--- src/rtl/wdog_pkg.sv ---
package wdog_pkg;
  localparam logic [1:0]  ADDR_KEY   = 2'd0;
  localparam logic [1:0]  ADDR_CFG   = 2'd1;
  localparam logic [1:0]  ADDR_CTRL  = 2'd2;
  localparam logic [1:0]  ADDR_COUNT = 2'd3;
  localparam logic [15:0] UNLOCK_KEY = 16'h0096;
  localparam logic [3:0]  STOP_CODE  = 4'hA;

  typedef struct packed {
    logic       dbg_run;
    logic [3:0] run_code;
  } wdog_ctrl_t;
endpackage

--- src/rtl/wdog_regs.sv ---
module wdog_regs
  import wdog_pkg::*;
#(
  parameter int CNT_W = 10,
  parameter int SRC_W = 2,
  parameter int DIV_W = 2
) (
  input  logic             clk,
  input  logic             rst_n,
  input  logic             bus_wr,
  input  logic [1:0]       bus_addr,
  input  logic [15:0]      bus_wdata,
  output logic [15:0]      bus_rdata,
  input  logic [CNT_W-1:0] cnt_val,
  output logic [SRC_W-1:0] src_sel,
  output logic [DIV_W-1:0] div_sel,
  output wdog_ctrl_t       ctrl,
  output logic             clr_set,
  output logic             cfg_wr
);
  localparam int DIV_LSB = 4;

  logic unlocked;
  logic key_wr, ctrl_wr;

  assign key_wr  = bus_wr && (bus_addr == ADDR_KEY);
  assign cfg_wr  = bus_wr && (bus_addr == ADDR_CFG) && unlocked;
  assign ctrl_wr = bus_wr && (bus_addr == ADDR_CTRL);
  assign clr_set = ctrl_wr && bus_wdata[4];

  always_ff @(posedge clk or negedge rst_n) begin
    if (!rst_n) begin
      unlocked <= 1'b0;
    end else if (key_wr) begin
      unlocked <= (bus_wdata == UNLOCK_KEY);
    end
  end

  always_ff @(posedge clk or negedge rst_n) begin
    if (!rst_n) begin
      src_sel <= '0;
      div_sel <= '0;
    end else if (cfg_wr) begin
      src_sel <= bus_wdata[SRC_W-1:0];
      div_sel <= bus_wdata[DIV_LSB +: DIV_W];
    end
  end

  always_ff @(posedge clk or negedge rst_n) begin
    if (!rst_n) begin
      ctrl.run_code <= STOP_CODE;
      ctrl.dbg_run  <= 1'b0;
    end else if (ctrl_wr) begin
      ctrl.run_code <= bus_wdata[3:0];
      ctrl.dbg_run  <= bus_wdata[8];
    end
  end

  always_comb begin
    bus_rdata = '0;
    case (bus_addr)
      ADDR_KEY:  bus_rdata[0] = unlocked;
      ADDR_CFG: begin
        bus_rdata[SRC_W-1:0]          = src_sel;
        bus_rdata[DIV_LSB +: DIV_W]   = div_sel;
      end
      ADDR_CTRL: begin
        bus_rdata[3:0] = ctrl.run_code;
        bus_rdata[8]   = ctrl.dbg_run;
      end
      default:   bus_rdata[CNT_W-1:0] = cnt_val;
    endcase
  end

  AST_LOCKED_CFG_STABLE: assert property (@(posedge clk) disable iff (!rst_n)
    !unlocked |=> ($stable(src_sel) && $stable(div_sel)));
  AST_UNLOCK_ON_KEY: assert property (@(posedge clk) disable iff (!rst_n)
    (key_wr && bus_wdata == UNLOCK_KEY) |=> unlocked);
endmodule

--- src/rtl/wdog_tickgen.sv ---
module wdog_tickgen #(
  parameter int SRC_N = 4,
  parameter int SRC_W = 2,
  parameter int DIV_W = 2
) (
  input  logic             clk,
  input  logic             rst_n,
  input  logic [SRC_N-1:0] src_tick,
  input  logic [SRC_W-1:0] src_sel,
  input  logic [DIV_W-1:0] div_sel,
  input  logic             cfg_wr,
  output logic             op_tick
);
  localparam int PRE_W = (1 << DIV_W) - 1;

  logic             sel_tick;
  logic [PRE_W-1:0] pre_cnt;
  logic [PRE_W-1:0] pre_mask;

  assign sel_tick = src_tick[src_sel];

  for (genvar i = 0; i < PRE_W; i++) begin : g_mask
    assign pre_mask[i] = (i < int'(div_sel));
  end

  always_ff @(posedge clk or negedge rst_n) begin
    if (!rst_n) begin
      pre_cnt <= '0;
    end else if (cfg_wr) begin
      pre_cnt <= '0;
    end else if (sel_tick) begin
      pre_cnt <= pre_cnt + 1'b1;
    end
  end

  assign op_tick = sel_tick && ((pre_cnt & pre_mask) == pre_mask);

  AST_TICK_FROM_SOURCE: assert property (@(posedge clk) disable iff (!rst_n)
    op_tick |-> src_tick[src_sel]);
  AST_PRE_HOLD: assert property (@(posedge clk) disable iff (!rst_n)
    (!sel_tick && !cfg_wr) |=> $stable(pre_cnt));
endmodule

--- src/rtl/wdog_counter.sv ---
module wdog_counter #(
  parameter int CNT_W = 10
) (
  input  logic             clk,
  input  logic             rst_n,
  input  logic             op_tick,
  input  logic             run_en,
  input  logic             clr_set,
  output logic [CNT_W-1:0] cnt,
  output logic             rst_req
);
  localparam logic [CNT_W-1:0] CNT_MAX = '1;

  logic clr_pend;

  always_ff @(posedge clk or negedge rst_n) begin
    if (!rst_n) begin
      clr_pend <= 1'b0;
    end else if (op_tick && clr_pend) begin
      clr_pend <= 1'b0;
    end else if (clr_set) begin
      clr_pend <= 1'b1;
    end
  end

  always_ff @(posedge clk or negedge rst_n) begin
    if (!rst_n) begin
      cnt     <= '0;
      rst_req <= 1'b0;
    end else begin
      rst_req <= 1'b0;
      if (op_tick && clr_pend) begin
        cnt <= '0;
      end else if (op_tick && run_en) begin
        cnt <= cnt + 1'b1;
        if (cnt == CNT_MAX) rst_req <= 1'b1;
      end
    end
  end

  AST_STOP_HOLD: assert property (@(posedge clk) disable iff (!rst_n)
    (!run_en && !clr_pend) |=> $stable(cnt));
  AST_STEP_ONE: assert property (@(posedge clk) disable iff (!rst_n)
    (op_tick && run_en && !clr_pend) |=> cnt == CNT_W'($past(cnt) + 1'b1));
  AST_CLEAR_ZERO: assert property (@(posedge clk) disable iff (!rst_n)
    (op_tick && clr_pend) |=> cnt == '0);
  AST_RST_WRAP: assert property (@(posedge clk) disable iff (!rst_n)
    rst_req |-> cnt == '0);
  AST_RST_PULSE: assert property (@(posedge clk) disable iff (!rst_n)
    rst_req |=> !rst_req);
endmodule

--- src/rtl/wdog_top.sv ---
module wdog_top
  import wdog_pkg::*;
#(
  parameter int CNT_W = 10,
  parameter int SRC_N = 4,
  parameter int DIV_W = 2
) (
  input  logic             clk,
  input  logic             rst_n,
  input  logic             bus_wr,
  input  logic [1:0]       bus_addr,
  input  logic [15:0]      bus_wdata,
  output logic [15:0]      bus_rdata,
  input  logic [SRC_N-1:0] src_tick,
  input  logic             dbg_halt,
  output logic             rst_req
);
  localparam int SRC_W = (SRC_N > 1) ? $clog2(SRC_N) : 1;

  logic [SRC_W-1:0] src_sel;
  logic [DIV_W-1:0] div_sel;
  wdog_ctrl_t       ctrl;
  logic             clr_set, cfg_wr, op_tick, run_en;
  logic [CNT_W-1:0] cnt;

  wdog_regs #(.CNT_W(CNT_W), .SRC_W(SRC_W), .DIV_W(DIV_W)) u_regs (
    .clk(clk), .rst_n(rst_n), .bus_wr(bus_wr), .bus_addr(bus_addr),
    .bus_wdata(bus_wdata), .bus_rdata(bus_rdata), .cnt_val(cnt),
    .src_sel(src_sel), .div_sel(div_sel), .ctrl(ctrl),
    .clr_set(clr_set), .cfg_wr(cfg_wr)
  );

  wdog_tickgen #(.SRC_N(SRC_N), .SRC_W(SRC_W), .DIV_W(DIV_W)) u_tickgen (
    .clk(clk), .rst_n(rst_n), .src_tick(src_tick), .src_sel(src_sel),
    .div_sel(div_sel), .cfg_wr(cfg_wr), .op_tick(op_tick)
  );

  assign run_en = (ctrl.run_code != STOP_CODE) && (!dbg_halt || ctrl.dbg_run);

  wdog_counter #(.CNT_W(CNT_W)) u_counter (
    .clk(clk), .rst_n(rst_n), .op_tick(op_tick), .run_en(run_en),
    .clr_set(clr_set), .cnt(cnt), .rst_req(rst_req)
  );

  AST_HALT_FREEZE: assert property (@(posedge clk) disable iff (!rst_n)
    (dbg_halt && !ctrl.dbg_run) |-> !run_en);
endmodule

--- config.mk ---
export PLATFORM = sky130hd
export DESIGN_NAME = wdog_top
export DESIGN_NICKNAME = d
export VERILOG_FILES = /design/src/rtl/wdog_pkg.sv /design/src/rtl/wdog_regs.sv /design/src/rtl/wdog_tickgen.sv /design/src/rtl/wdog_counter.sv /design/src/rtl/wdog_top.sv
export SDC_FILE = /design/constraint.sdc
export NUM_CORES = 1
export LEC_CHECK = 0
export ABC_AREA = 1
export BUFFER_PORTS_ARGS = -buffer_cell sky130_fd_sc_hd__buf_2
export CAP_MARGIN = 20
export CELL_PAD_IN_SITES_DETAIL_PLACEMENT = 0
export CELL_PAD_IN_SITES_GLOBAL_PLACEMENT = 1
export CORE_UTILIZATION = 37
export DETAILED_ROUTE_END_ITERATION = 8
export PLACE_DENSITY_LB_ADDON = 0.3
export SETUP_SLACK_MARGIN = 0.2
export SLEW_MARGIN = 20
export SYNTH_ARGS = -nofsm -noshare
export SYNTH_HDL_FRONTEND = slang
export SYNTH_SLANG_ARGS = --single-unit
--- constraint.sdc ---
create_clock -name clk -period 1.69 [get_ports clk]
set_input_delay 0.338 -clock clk [delete_from_list [all_inputs] [get_ports clk]]
set_output_delay 0.338 -clock clk [all_outputs]
set_load 0.02 [all_outputs]
==> impl_metrics.toml <==
[setup_path]
r2r_start = "u_regs.src_sel[0]"
worstSetupEndpointType = "output pin"
setup.worst_path.class = "flop to output pin"
r2r_cells = 8
slowest_delay_ps = 560
crit_buf_inv = 1
critPathSlowestCell = "dfstp_2"
critical_path.max_fanout = 3
worst_setup_path_start_kind = "flop"
worstPathRequired_ps = 1350
cpLargestDelayFamily = "flip-flops"
crit_chain = "nand2_1 > nand3_1 > buf_4"
critical_path_arrival_ps = 1120
rr_endpoint = "u_counter.cnt[0]"
worst-r2r-setup-slack_ps = 290

[placed_design]
place.port_buffers = 36
post-dp-hpwl_mm = 2.79
gp_congestion = 0.739

[global_route]
gr-usage-all-layers = 0.186
overflow = 0
grt_pass1_wl_mm = 6.16
grt_pass1_vias = 1357
grt_antenna_before_repair = 0
grt_start_max_net_pins = 26

[drt]
wire_per_inst_um = 12.6
first_pass_iters = 4
vias_per_cell = 4.76
via_count = 1432
postRouteAntennaNets = 0
initialDrtViolationCount = 53
wl_mm = 3.79
drc = 0

[sta]
finalCritPeriodShare = 0.862
finClkSkew_ps = 3.02
tightest_slew_ps = 572
rsz0062_at_grt = "false"
min_period_ps = 1460
fmax_mhz = 687
hold_violations = 0
finalSetupViolations = 0
relSlewSlack = 0.618
slew_viol_final = 0
final.setup.tns_ps = 0

[logic_synthesis]
seq_area_frac_synth = 0.402
ys_ff_latch = 25
avgSynthCellArea_um2 = 7.58
ys_types = 28
postSynthCellCount = 206
async_flop_share = 1.00
yosysWarnings = 0
synth_edf_count = 0
synth_top_cells_by_area = "dfrtp_1 37%, nand2_1 15%, nand3_1 6.7%"
syn_area_mm2 = 0.00156
ys.flop_type = "dfrtp_1"
synth_top_area_frac = 0.369
synth.largest_area_cell = "dfrtp_1"

[clock_network]
numClockSinks = 25
worstSkewPairLatency_ps = 270
htree_levels = 1
postCtsHoldBufs = 0
cts_buffers = 3
clk_pin_slew_ps = 90
root_buffer = "clkbuf_8"
cts_buffer_depth = 2
cts_tree = "done"

[layout]
syn_to_final_growth_pct = 23.3
fillers = 438
antenna_cells = 0
layout-drive-gt1-share = 0.295
num-nets-final = 280

[die]
fp.coreArea_mm2 = 0.00403
die_y_um = 67.0
dieArea_mm2 = 0.00448
io_pins = 43
start_util = 0.388
die_width_um = 67.0
num_rows = 23

[outcome]
status = "finished, final reports clean"

[power]
power_per_cell_area_mw_per_mm2 = 843
peakVddDrop_mv = 0.378
leakagePower_nw = 1.01
power.total_w = 0.00162

[hold_path]
worstHoldPathType = "input pin to async pin"

[run]
drv_cap = 0
[report_power, final]
group          internal (W)  total, W  leakage, nW  switching, W
clock network      0.000165  0.000360       0.0255      0.000195
registers          0.000696  0.000783        0.319     0.0000878
logic              0.000190  0.000480        0.669      0.000290
total               0.00105   0.00162         1.01      0.000572
[Yosys cell counts (2+ instances only)]
library cell and number:
nor2_4 3, nand4_1 12, nand3_1 21, o21ai_0 14, nand2_1 63, nor4_1 2
buf_4 7, nand2_4 2, dfrtp_1 23, nor2_1 13, dfstp_2 2, inv_1 21
xor2_1 4, inv_2 2, ha_1 2, mux2_4 3
[routing by layer]
layer / share of wire / global-route usage
met5: 0 / 0
met4: 0.0087 / 0.0612
met3: 0.033 / 0.0240
met2: 0.48 / 0.317
met1: 0.48 / 0.240
[layout make-up]
| type | instances | area, um^2 | share of cell area |
|---|---|---|---|
| tap | 50 | 62.6 | 0.0325 |
| clock buffer | 3 | 41.3 | 0.0214 |
| sequential | 25 | 633 | 0.329 |
| clock inverter | 1 | 5.00 | 0.00260 |
| timing repair buffer | 46 | 275 | 0.143 |
| inverter | 23 | 86.3 | 0.0448 |
| multi-input combinational | 153 | 822 | 0.427 |
[registers in the layout (all words and copies together) (netlist names)]
signal              cells
u_regs.ctrl             5
u_regs.src_sel          2
u_tickgen.pre_cnt       3
u_counter.rst_req       1
u_regs.unlocked         1
u_counter.cnt          10
u_counter.clr_pend      1
u_regs.div_sel          2
[what timing repair did]
action / CTS / global route
endpoints found under the setup margin: 2 / 18
cloned: 0 / 0
gates resized for setup: 1 / 19
pin swaps: 0 / 3
setup buffers: 1 / 7
[placed cells by master, fill, tap and decap left out]
cell type	count
inv_2	2
nand4_1	12
mux2_2	1
nor2_1	12
nand3_2	2
a31oi_1	1
o21ai_0	12
ha_1	2
dfrtp_2	4
nor2_4	4
nor3_1	1
o21ai_4	1
nor4_1	2
nand3_1	20
nand2_2	2
buf_2	31
nand2_4	2
buf_4	13
conb_1	6
buf_6	2
inv_1	21
clkbuf_8	3
a21oi_1	1
mux2_4	3
xor2_1	4
nand2_1	62
clkinv_2	1
dfstp_2	2
o21ai_1	2
o2111ai_2	1
dfrtp_1	19
[stage by stage]
stage / area [um^2] / worst slack, ps / utilization / cells / hold WS [ps]
5_1_grt: 1930 / 186 / 0.478 / 301 / 95.4
3_3_place_gp: 1770 / 205 / 0.438 / 289 / 367
6_report: 1930 / 233 / 0.478 / 301 / 49.0
3_5_place_dp: 1770 / 204 / 0.438 / 289 / 363
4_1_cts: 1820 / 202 / 0.452 / 294 / 80.1
2_1_floorplan: 1580 / 409 / - / 211 / 42.4
[cells by family (layout without fill, tap and decap cells)]
| logic type | after synthesis | in the layout | synth area share |
|---|---|---|---|
| AOI/OAI and AO/OA | 18 | 18 | 0.0633 |
| DFF | 25 | 25 | 0.402 |
| xor gates and xnor gates | 4 | 4 | 0.0224 |
| and+or+nand+nor | 119 | 119 | 0.356 |
| other | 1 | 6 | 0.00240 |
| muxes | 4 | 4 | 0.0361 |
| buffers and inverters | 33 | 73 | 0.102 |
| adders and majority gates | 2 | 2 | 0.0160 |
[how the worst max path moves through the flow]
stage | from | end | slack [ps] | cells after the start
5_1_grt | u_regs.src_sel[0] | u_counter.cnt[0] | 190 | 8
3_3_place_gp | bus_addr[0] | bus_rdata[0] | 210 | 4
3_5_place_dp | bus_addr[0] | bus_rdata[0] | 200 | 4
4_1_cts | u_regs.ctrl[1] | bus_rdata[1] | 200 | 3
2_1_floorplan | bus_addr[0] | bus_rdata[3] | 410 | 2
6_report | u_regs.ctrl[1] | bus_rdata[1] | 230 | 3
Power figures use the tool's default switching activity.
